## src/rtl/cal_trim_pkg.sv

```systemverilog
package cal_trim_pkg;
  localparam int CALC_W = 32;
  localparam int TRIM_W = 12;
  localparam logic [TRIM_W-1:0] TRIM_MID = 12'h800;

  typedef enum logic [2:0] {
    ST_IDLE, ST_COLLECT, ST_DIV_A, ST_WAIT_A, ST_DIV_B, ST_WAIT_B, ST_APPLY
  } cal_state_e;

  // factory reference: tenths of a degree -> millidegrees
  function automatic logic signed [CALC_W-1:0] ft_to_milli(input logic [15:0] w);
    logic signed [CALC_W-1:0] t;
    t = $signed({20'd0, w[11:0]});
    return t * 32'sd100;
  endfunction

  function automatic logic [CALC_W-1:0] scaled_reading(input logic [15:0] raw,
                                                       input logic [CALC_W-1:0] scale);
    return {16'd0, raw} * scale;
  endfunction

  function automatic logic signed [CALC_W-1:0] reading_to_milli(
      input logic [CALC_W-1:0] quot, input logic signed [CALC_W-1:0] offs);
    return offs - $signed(quot);
  endfunction

  // apply the sign removed before the unsigned divide, then offset from midpoint
  function automatic logic signed [CALC_W-1:0] trim_from_quot(input logic [CALC_W-1:0] quot,
                                                              input logic neg);
    logic signed [CALC_W-1:0] sq;
    sq = neg ? -$signed(quot) : $signed(quot);
    return $signed({20'd0, TRIM_MID}) - sq;
  endfunction

  function automatic logic fits_trim(input logic signed [CALC_W-1:0] v);
    return v[CALC_W-1:TRIM_W] == '0;
  endfunction
endpackage

```

## src/rtl/cal_restoring_div.sv

```systemverilog
module cal_restoring_div #(
  parameter int W = 32
) (
  input  logic         clk,
  input  logic         rst_n,
  input  logic         start_i,
  input  logic [W-1:0] dividend_i,
  input  logic [W-1:0] divisor_i,
  output logic         done_o,
  output logic [W-1:0] quot_o
);
  localparam int CW = $clog2(W + 1);

  logic [W-1:0]  rem_q, quo_q, dsr_q;
  logic [CW-1:0] cnt_q;
  logic          run_q, done_q;
  logic [W:0]    rem_sh, trial;

  assign rem_sh = {rem_q, quo_q[W-1]};
  assign trial  = rem_sh - {1'b0, dsr_q};

  always_ff @(posedge clk) begin
    if (!rst_n) begin
      rem_q  <= '0;
      quo_q  <= '0;
      dsr_q  <= '0;
      cnt_q  <= '0;
      run_q  <= 1'b0;
      done_q <= 1'b0;
    end else if (start_i) begin
      rem_q  <= '0;
      quo_q  <= dividend_i;
      dsr_q  <= divisor_i;
      cnt_q  <= CW'(W);
      run_q  <= 1'b1;
      done_q <= 1'b0;
    end else if (run_q) begin
      if (!trial[W]) begin
        rem_q <= trial[W-1:0];
        quo_q <= {quo_q[W-2:0], 1'b1};
      end else begin
        rem_q <= rem_sh[W-1:0];
        quo_q <= {quo_q[W-2:0], 1'b0};
      end
      cnt_q <= cnt_q - 1'b1;
      if (cnt_q == CW'(1)) begin
        run_q  <= 1'b0;
        done_q <= 1'b1;
      end
    end else begin
      done_q <= 1'b0;
    end
  end

  assign done_o = done_q;
  assign quot_o = quo_q;
endmodule

```

## src/rtl/cal_word_collector.sv

```systemverilog
module cal_word_collector #(
  parameter int SENSORS = 3
) (
  input  logic                  clk,
  input  logic                  rst_n,
  input  logic                  arm_i,
  input  logic                  word_valid_i,
  input  logic [15:0]           word_i,
  input  logic                  word_last_i,
  output logic                  end_o,
  output logic                  complete_o,
  output logic [15:0]           first_word_o,
  output logic [SENSORS*16-1:0] raw_o
);
  localparam int NEED = SENSORS + 1;
  localparam int CW   = $clog2(NEED + 1);

  logic          coll_q, end_q;
  logic [CW-1:0] cnt_q;
  logic [15:0]   first_q;
  logic [15:0]   raw_q [SENSORS];

  always_ff @(posedge clk) begin
    if (!rst_n) begin
      coll_q  <= 1'b0;
      end_q   <= 1'b0;
      cnt_q   <= '0;
      first_q <= '0;
      for (int i = 0; i < SENSORS; i++) raw_q[i] <= '0;
    end else begin
      end_q <= 1'b0;
      if (arm_i) begin
        coll_q  <= 1'b1;
        cnt_q   <= '0;
        first_q <= '0;
      end else if (coll_q && word_valid_i) begin
        if (cnt_q == '0) first_q <= word_i;
        for (int i = 0; i < SENSORS; i++)
          if (cnt_q == CW'(i + 1)) raw_q[i] <= word_i;
        if (cnt_q < CW'(NEED)) cnt_q <= cnt_q + 1'b1;
        if (word_last_i) begin
          coll_q <= 1'b0;
          end_q  <= 1'b1;
        end
      end
    end
  end

  generate
    for (genvar g = 0; g < SENSORS; g++) begin : g_raw
      assign raw_o[g*16 +: 16] = raw_q[g];
    end
  endgenerate

  assign end_o        = end_q;
  assign complete_o   = (cnt_q == CW'(NEED));
  assign first_word_o = first_q;
endmodule

```

## src/rtl/cal_trim_bank.sv

```systemverilog
module cal_trim_bank
  import cal_trim_pkg::*;
#(
  parameter int SENSORS = 3,
  localparam int IW = (SENSORS > 1) ? $clog2(SENSORS) : 1,
  localparam int OUT_WORDS = (SENSORS + 1) / 2
) (
  input  logic                   clk,
  input  logic                   rst_n,
  input  logic                   clear_i,
  input  logic                   wr_i,
  input  logic [IW-1:0]          wr_idx_i,
  input  logic [TRIM_W-1:0]      wr_data_i,
  input  logic                   wr_ok_i,
  output logic [OUT_WORDS*32-1:0] trim_words_o,
  output logic [SENSORS-1:0]     valid_o
);
  logic [TRIM_W-1:0] field_q [SENSORS];

  generate
    for (genvar g = 0; g < SENSORS; g++) begin : g_field
      always_ff @(posedge clk) begin
        if (!rst_n || clear_i) begin
          field_q[g] <= TRIM_MID;
          valid_o[g] <= 1'b0;
        end else if (wr_i && wr_idx_i == IW'(g)) begin
          field_q[g] <= wr_ok_i ? wr_data_i : TRIM_MID;
          valid_o[g] <= wr_ok_i;
        end
      end
    end

    for (genvar w = 0; w < OUT_WORDS; w++) begin : g_word
      assign trim_words_o[w*32 +: 16] = {4'd0, field_q[2*w]};
      if (2*w + 1 < SENSORS) begin : g_hi
        assign trim_words_o[w*32+16 +: 16] = {4'd0, field_q[2*w+1]};
      end else begin : g_pad
        assign trim_words_o[w*32+16 +: 16] = '0;
      end
    end
  endgenerate
endmodule

```

## src/rtl/cal_trim_calc.sv

```systemverilog
module cal_trim_calc
  import cal_trim_pkg::*;
#(
  parameter int SENSORS = 3,
  parameter int SCALE   = 672,
  parameter int OFFSET  = 187744,
  localparam int OUT_WORDS = (SENSORS + 1) / 2
) (
  input  logic                    clk,
  input  logic                    rst_n,
  input  logic                    start_i,
  input  logic                    word_valid_i,
  input  logic [15:0]             word_i,
  input  logic                    word_last_i,
  output logic                    busy_o,
  output logic                    done_o,
  output logic                    err_o,
  output logic [1:0]              mode_flag_o,
  output logic [OUT_WORDS*32-1:0] trim_words_o,
  output logic [SENSORS-1:0]      trim_valid_o
);
  localparam int IW = (SENSORS > 1) ? $clog2(SENSORS) : 1;
  localparam logic [CALC_W-1:0]        SCALE_V  = CALC_W'(SCALE);
  localparam logic signed [CALC_W-1:0] OFFSET_V = CALC_W'(OFFSET);

  cal_state_e state_q;
  logic [IW-1:0] idx_q;
  logic          done_q, err_q;
  logic [1:0]    mode_q;
  logic          prod_neg_q;
  logic [CALC_W-1:0] prod_mag_q;
  logic signed [CALC_W-1:0] trim_val_q;

  // named events
  logic run_accept, run_reject, collect_end, collect_ok, div_start, div_done, trim_write;
  logic [15:0]           first_word;
  logic [SENSORS*16-1:0] raw_flat;
  logic [CALC_W-1:0]     div_dividend, div_divisor, div_quot;
  logic signed [CALC_W-1:0] temp_milli, diff_milli, prod;

  assign run_accept = (state_q == ST_IDLE) && start_i;
  assign run_reject = (state_q == ST_COLLECT) && collect_end &&
                      ((first_word == 16'h0000) || !collect_ok);
  assign div_start  = (state_q == ST_DIV_A) || (state_q == ST_DIV_B);
  assign trim_write = (state_q == ST_APPLY);

  cal_word_collector #(.SENSORS(SENSORS)) u_coll (
    .clk          (clk),
    .rst_n        (rst_n),
    .arm_i        (run_accept),
    .word_valid_i (word_valid_i),
    .word_i       (word_i),
    .word_last_i  (word_last_i),
    .end_o        (collect_end),
    .complete_o   (collect_ok),
    .first_word_o (first_word),
    .raw_o        (raw_flat)
  );

  assign div_dividend = (state_q == ST_DIV_B) ? prod_mag_q
                                              : scaled_reading(raw_flat[idx_q*16 +: 16], SCALE_V);
  assign div_divisor  = (state_q == ST_DIV_B) ? SCALE_V : CALC_W'(10);

  cal_restoring_div #(.W(CALC_W)) u_div (
    .clk        (clk),
    .rst_n      (rst_n),
    .start_i    (div_start),
    .dividend_i (div_dividend),
    .divisor_i  (div_divisor),
    .done_o     (div_done),
    .quot_o     (div_quot)
  );

  assign temp_milli = reading_to_milli(div_quot, OFFSET_V);
  assign diff_milli = temp_milli - ft_to_milli(first_word);
  assign prod       = diff_milli * 32'sd10;

  cal_trim_bank #(.SENSORS(SENSORS)) u_bank (
    .clk          (clk),
    .rst_n        (rst_n),
    .clear_i      (run_reject),
    .wr_i         (trim_write),
    .wr_idx_i     (idx_q),
    .wr_data_i    (trim_val_q[TRIM_W-1:0]),
    .wr_ok_i      (fits_trim(trim_val_q)),
    .trim_words_o (trim_words_o),
    .valid_o      (trim_valid_o)
  );

  always_ff @(posedge clk) begin
    if (!rst_n) begin
      state_q    <= ST_IDLE;
      idx_q      <= '0;
      done_q     <= 1'b0;
      err_q      <= 1'b0;
      mode_q     <= 2'b00;
      prod_neg_q <= 1'b0;
      prod_mag_q <= '0;
      trim_val_q <= '0;
    end else begin
      done_q <= 1'b0;
      case (state_q)
        ST_IDLE: if (start_i) begin
          err_q   <= 1'b0;
          state_q <= ST_COLLECT;
        end
        ST_COLLECT: if (collect_end) begin
          mode_q <= first_word[13:12];
          if (run_reject) begin
            err_q   <= 1'b1;
            done_q  <= 1'b1;
            state_q <= ST_IDLE;
          end else begin
            idx_q   <= '0;
            state_q <= ST_DIV_A;
          end
        end
        ST_DIV_A: state_q <= ST_WAIT_A;
        ST_WAIT_A: if (div_done) begin
          prod_neg_q <= prod[CALC_W-1];
          prod_mag_q <= prod[CALC_W-1] ? CALC_W'(-prod) : CALC_W'(prod);
          state_q    <= ST_DIV_B;
        end
        ST_DIV_B: state_q <= ST_WAIT_B;
        ST_WAIT_B: if (div_done) begin
          trim_val_q <= trim_from_quot(div_quot, prod_neg_q);
          state_q    <= ST_APPLY;
        end
        ST_APPLY: begin
          if (idx_q == IW'(SENSORS - 1)) begin
            done_q  <= 1'b1;
            state_q <= ST_IDLE;
          end else begin
            idx_q   <= idx_q + 1'b1;
            state_q <= ST_DIV_A;
          end
        end
        default: state_q <= ST_IDLE;
      endcase
    end
  end

  assign busy_o      = (state_q != ST_IDLE);
  assign done_o      = done_q;
  assign err_o       = err_q;
  assign mode_flag_o = mode_q;
endmodule

```

## config.mk

```make
export PLATFORM = sky130hd
export DESIGN_NAME = cal_trim_calc
export DESIGN_NICKNAME = d
export VERILOG_FILES = /design/src/rtl/cal_trim_pkg.sv /design/src/rtl/cal_restoring_div.sv /design/src/rtl/cal_word_collector.sv /design/src/rtl/cal_trim_bank.sv /design/src/rtl/cal_trim_calc.sv
export SDC_FILE = /design/constraint.sdc
export NUM_CORES = 1
export LEC_CHECK = 0
export BUFFER_PORTS_ARGS = -buffer_cell sky130_fd_sc_hd__clkbuf_2
export CORE_ASPECT_RATIO = 1.4
export CORE_MARGIN = 2
export CORE_UTILIZATION = 60
export DETAILED_ROUTE_END_ITERATION = 12
export MAX_ROUTING_LAYER = met4
export PLACE_DENSITY = 0.78
export SLEW_MARGIN = 30
export SYNTH_ARGS = -nofsm -noshare
export SYNTH_HDL_FRONTEND = slang
export SYNTH_SLANG_ARGS = --single-unit
```

## constraint.sdc

```tcl
create_clock -name clk -period 22 [get_ports clk]
set_clock_uncertainty 0.05 [all_clocks]
set_input_delay 5.5 -clock clk [delete_from_list [all_inputs] [get_ports clk]]
set_output_delay 5.5 -clock clk [all_outputs]
set_load 0.005 [all_outputs]
```

### Yosys cells after proc, flatten, opt, wreduce, memory -nomap -nowiden

Memory sizes are Yosys's and may differ from the RTL's.
Index checks and enable logic that the tools add are counted.

| storage, ports and cells | value |
|---|---|
| bits in latches | 0 |
| bits in writable memories | 84 |
| word-level logic and storage cells | 173 |
| register bits after elaboration | 202 |
| memories kept | 2 |
| ROM bits | 0 |

| operators by class | value |
|---|---|
| multiplexer cells | 70 |
| bitwise operators | 9 |
| reductions and logical operators | 36 |
| magnitude comparators | 1 |
| add/sub/neg operators | 9 |
| shift-type cells | 1 |
| equal/unequal tests | 20 |
| divide/modulo/power cells | 0 |
| $mul | 3 |

Memories:

| memory | words | bits a word | rd ports | clocked after memory_dff | write ports | line | RTL |
|---|---|---|---|---|---|---|---|
| u_coll.raw_q | 3 | 16 | 3 | 0 | 3 | cal_word_collector.sv:21 | `logic [15:0] raw_q [SENSORS];` |
| u_bank.field_q | 3 | 12 | 3 | 0 | 3 | cal_trim_bank.sv:18 | `logic [TRIM_W-1:0] field_q [SENSORS];` |

Operator list:

| kind | count |
|---|---|
| $mux 32 | 6 |
| $neg 32->32 | 2 |
| $mux 12 | 4 |
| $mux 16 | 3 |
| $shiftx 48x7->16 | 1 |
| $mux 1 | 41 |
| $sub 33x32->33 | 1 |
| $mul 32x4->31 const B | 1 |
| $sub 13x32->32 const A | 1 |
| $sub 19x32->32 const A | 1 |
| $sub 32x20->32 | 1 |
| $mul 16x5->21 const B | 1 |
| $pmux 3 s7 | 1 |
| $logic_not 20->1 | 1 |
| $mul 12x5->17 const B | 1 |
| $logic_not 16->1 | 1 |
| $eq 3x2->1 const B | 4 |
| $eq 3x3->1 const B | 4 |
| $mux 3 | 4 |
| $mux 6 | 2 |
| $reduce_and 2->1 | 6 |
| $reduce_and 4->1 | 3 |
| $mux 10 | 1 |
| $mux 2 | 5 |
| 23 further kinds | 53 |

### Logic depth before layout (Yosys ltp)

| logic depth | value |
|---|---|
| word-level depth | 8 |
| mapped depth | 43 |
| mapped depth without buffers | 42 |

### By module

From an unflattened synthesis, not the netlist that was laid out.

| unflattened totals | value |
|---|---|
| cells, all modules | 2600 |
| area, all modules | 22253.8 um^2 |

Modules (own cells, without submodules):

| module | times used | seq. area each (um^2) | area an instance (um^2) | cells each |
|---|---|---|---|---|
| cal_trim_calc | 1 | 1461.4 | 11745.0 | 1552 |
| cal_restoring_div | 1 | 2082.0 | 6281.0 | 751 |
| cal_word_collector | 1 | 1861.8 | 2518.7 | 175 |
| cal_trim_bank | 1 | 1141.1 | 1709.1 | 122 |

### Worst setup path after synthesis

Ideal clock, no wire load.

| timing | value |
|---|---|
| path type | reg2reg |
| from | reg u_coll.first_q[2] (netlist: u_coll.first_word_o[2]) |
| to | reg prod_mag_q[30] |
| buffers on the path | 1 |
| required time | 21.830 ns |
| clock period less this slack | 7.892 ns |
| path slack | 14.108 ns |
| cell stages (with the launch flop) | 38 |
| library setup time | 0.120 ns |
| arrival | 7.722 ns |
| cell sequence | dfxtp_1 > inv_1 > ha_1 > ha_1 > fa_1 > ha_1 > a21oi_1 > nor2_1 > nor2_1 > o21bai_1 > a21oi_1 > o21bai_1 > a21oi_1 > nor2b_1 > o21ai_0 > nand2b_1 > xnor2_1 > ha_1 > [... 2 more ...] > a21o_1 > a21o_1 > a221oi_1 > o21bai_1 > a21oi_1 > xnor2_1 > ha_1 > ha_1 > a21o_1 > a21o_1 > a21o_1 > a2111oi_0 > nor2_1 > xor2_1 > or4_1 > o31a_1 > xnor2_1 > o21ai_1 |

| on the way | value |
|---|---|
| word-level cells in the longest chain between the ends | 5 |

Ends and longest elaborated chain:

| item | line | RTL |
|---|---|---|
| start: declaration | cal_word_collector.sv:20 | `logic [15:0] first_q;` |
| start signal: assignment | cal_word_collector.sv:37 | `if (cnt_q == '0) first_q <= word_i;` |
| $mul 12x5->17 * | cal_trim_pkg.sv:14 | `return t * 32'sd100;` |
| $sub 32x20->32 * | cal_trim_calc.sv:75 | `assign diff_milli = temp_milli - ft_to_milli(first_word);` |
| $mul 32x4->31 * | cal_trim_calc.sv:76 | `assign prod = diff_milli * 32'sd10;` |
| $neg 32->32 | cal_trim_calc.sv:121 | `prod_mag_q <= prod[CALC_W-1] ? CALC_W'(-prod) : CALC_W'(prod);` |
| $mux 32 * | cal_trim_calc.sv:121 |  |
| end signal: assignment | cal_trim_calc.sv:121 |  |
| end: declaration | cal_trim_calc.sv:31 | `logic [CALC_W-1:0] prod_mag_q;` |

Every way passes the cells marked *; elsewhere a longest branch is shown, timed or not.
A chain may end at the register's enable or synchronous reset.

### Final worst setup path

| timing | value |
|---|---|
| from | reg u_coll.first_q[3] (netlist: u_coll.first_word_o[3]) |
| to | reg prod_mag_q[13] |

The elaborated chain is that of the path after synthesis.

==> metrics.txt <==
Area Growth Syn to Fin=6.79%; die area=~33,000 µm²; Via density=5.95; Setup TNS Final=0 ns; Clock Tree Root=clkbuf_16; starting density of the core=60.8%; Filler Cell Count=2,634; CP bufs+invs=2; layout cells sized above 1=7.11%; WS Path Type=flip-flop to flip-flop; gr usage total=27.3%; final setup fails=0; Final Hold Fails=0; Chip Height=215 µm; hold_ws=0.400 ns; flip-flop and latch area=between 5000 and 6000 µm²; RSZ-0062 raised after global routing=no; Simple-Gate Fraction of Synth Area=16.3%; Synth Area in XOR/XNOR=8.90%; Slew @ Worst Pin=between 0.7 and 0.8 ns; cell area power density=around 160 nW/µm²; Worst setup SP type=flip-flop; CTS sink count=around 260; # resized after CTS=0; largest family of logic cells by synthesized area=compound AO/OA/AOI/OAI gates; relative slew slack=47.8%; most frequent cells in the layout=222 x ha_1, 187 x nor2_1, 179 x inv_1, 176 x nand2_1, 174 x a21oi_1; initial antenna violation count=0; vias in the first global route=roughly 15,000; mapped cell area=~19,000 µm²; Ys Warns=0; status=finished, final reports clean; Placer Congestion=between 0.9 and 1; CTS Hold Buffers Added=0; largest net degree at the start of global routing=104; multiplexer share of the synthesized area=1.89%; Tot Pwr=0.00317 W; worst vdd ir=0.000250 V; Max Clk Rate=112 MHz; hpwl dp=35.1 mm; Hold Crit Class=flip-flop to flip-flop; clk buf depth=3; # IOs=slightly above 90; Post-CTS Setup Bufs=0; leakage=around 9 nW; fin crit period=8.89 ns; WL/cell=approximately 17 µm; Clock Latency Late Sink=0.55 ns; CTS tree=yes; vias post-DR=around 16,000; H-tree depth=1; CP max FO=35; die width=155 µm; drt total wl=between 40 and 50 mm; grt total ovfl=0; first-pass GRT wire length=73.5 mm; Clk pin slew, worst setup/hold paths=0.06 ns; ys flop type=dfxtp_1; TritonCTS Buffers=26; Final Cycle Share=40.4%; Multi-input gate area=12,000 µm²; Detailed Route Iter0 Violations=between 900 and 1,000; Std-Cell Core Area=31,500 µm²; Post-DRT Antenna Nets=0; Remaining DRCs=0; synthesized-area fraction occupied by adder cells=16.5%; Top cell by count, worst path=ha_1; syn avg cell area=8.64 µm²; async set or reset register ratio after synthesis=0%; endpoint arrival time on the critical path=9.30 ns; diode count=0; CP required=22.40 ns; commonest non-fill, non-tap cell in the layout=ha_1; DR pass1 iterations=8; Slowest cell on crit path=xnor3_2; area fraction in compound gates after synthesis=between 10% and 20%; Rows=77; max_cap viols=0; CP delay by family, top=compound AO/OA/AOI/OAI gates; EDFF count, synth=84; Seq cells post-synth=255; max incr delay on CP=0.61 ns; Seq/Total Area, Yosys=31.0%; Synth cell types=93; Pins Over Slew Limit=0; Port-buffer cells=64; Crit. End Element=flip-flop; Post-layout nets=2,493; Synth Instances=about 2,200
-- power breakdown --
part / internal, W / leakage [nW] / switching (W)
Combinational: 0.000868 / 6.09 / 0.00133
Clock: 0.000254 / 0.414 / 0.000191
Sequential: 0.000506 / 2.24 / 0.0000247
-- cells by family (layout without fill, tap and decap cells) --
| kind of cell | after synthesis | after routing |
|---|---|---|
| XOR/XNOR | 193 | 193 |
| multiplexers | 36 | 36 |
| flip-flops | 255 | 255 |
| AO/OA/AOI/OAI | 545 | 545 |
| adder cells (fa/ha/maj) | 241 | 241 |
| other | 1 | 28 |
| buffers and inverters | 301 | 305 |
| AND/OR/NAND/NOR | 647 | 647 |
-- worst register-to-register path, delay by kind of cell, from the launching register on --
| kind | cells | cell delay [ns] |
|---|---|---|
| fa+ha+maj | 8 | 2.73 |
| flops | 1 | 0.41 |
| buf+inv | 2 | 0.11 |
| xor+xnor | 5 | 1.33 |
| simple gates | 7 | 0.77 |
| compound gates | 17 | 3.42 |
-- synthesized netlist by cell type (11+ instances only) --
cell type	number	area, µm²
a211oi_1	67	503
a21o_1	31	233
a21oi_1	175	876
a221oi_1	11	96.3
a31oi_1	16	100
and2_1	55	344
buf_4	28	210
clkbuf_1	78	293
dfxtp_1	171	3420
edfxtp_1	84	2520
fa_1	19	380
ha_1	222	2780
inv_1	179	672
mux2i_1	35	350
nand2_1	177	664
nand2b_1	29	181
nand3_1	32	160
nand4_1	16	100
nor2_1	190	713
nor2b_1	14	87.6
nor3_1	46	230
nor4_1	18	113
o21a_1	18	135
o21ai_0	97	485
o21bai_1	21	158
o31ai_1	15	113
or3_1	11	68.8
xnor2_1	121	1060
xor2_1	71	622
-- worst paths after layout --
kind                                                end  cells past startpoint                    start  slack [ns]
worst max-delay path                     prod_mag_q[13]                     39   u_coll.first_word_o[3]       13.11
worst max register to register           prod_mag_q[13]                     39   u_coll.first_word_o[3]       13.11
worst min register to register  u_coll.first_word_o[15]                      2  u_coll.first_word_o[15]        0.40
worst min-delay path            u_coll.first_word_o[15]                      2  u_coll.first_word_o[15]        0.40
-- metal layers --
layer	track usage (%)	routed length, µm	up-vias
met5	-	0	-
met2	49.1	22800	444
met3	2.45	1920	104
met4	12.9	2100	0
met1	30.2	18200	7396
li1	-	-	7788
-- final cells by class --
cell class                      instances  area share [%]
Sequential cell                       255            29.1
Clock buffer                           27            3.20
Clock inverter                         20           0.990
Timing Repair Buffer                   77            2.20
Tap cell                              395            2.41
Inverter                              181            3.32
Multi-Input combinational cell       1690            58.8
-- sequential cells by signal, summed over array words and instances (netlist names) --
name / cells
prod_mag_q: 31
u_bank.field_q: 36
u_coll.cnt_q: 3
prod_neg_q: 1
u_div.quot_o: 32
u_div.cnt_q: 6
u_div.done_o: 1
u_coll.end_o: 1
u_div.rem_q: 32
u_coll.raw_q: 48
trim_val_q: 32
u_div.run_q: 1
state_q: 3
mode_flag_o: 2
u_coll.first_word_o: 16
err_o: 1
u_div.dsr_q: 2
u_bank.valid_o: 3
done_o: 1
idx_q: 2
u_coll.coll_q: 1
-- stage by stage --
stage	instance area [µm²]	utilization (%)	cells	worst slack, ns
global placement	19600	62.1	2596	13.32
floorplan	19300	-	2246	14.11
CTS	20400	64.8	2643	13.16
global route	20500	65.0	2645	12.17
finish	20500	65.0	2645	13.11
detailed placement	19600	62.1	2596	13.21
Power figures use the tool's default switching activity.
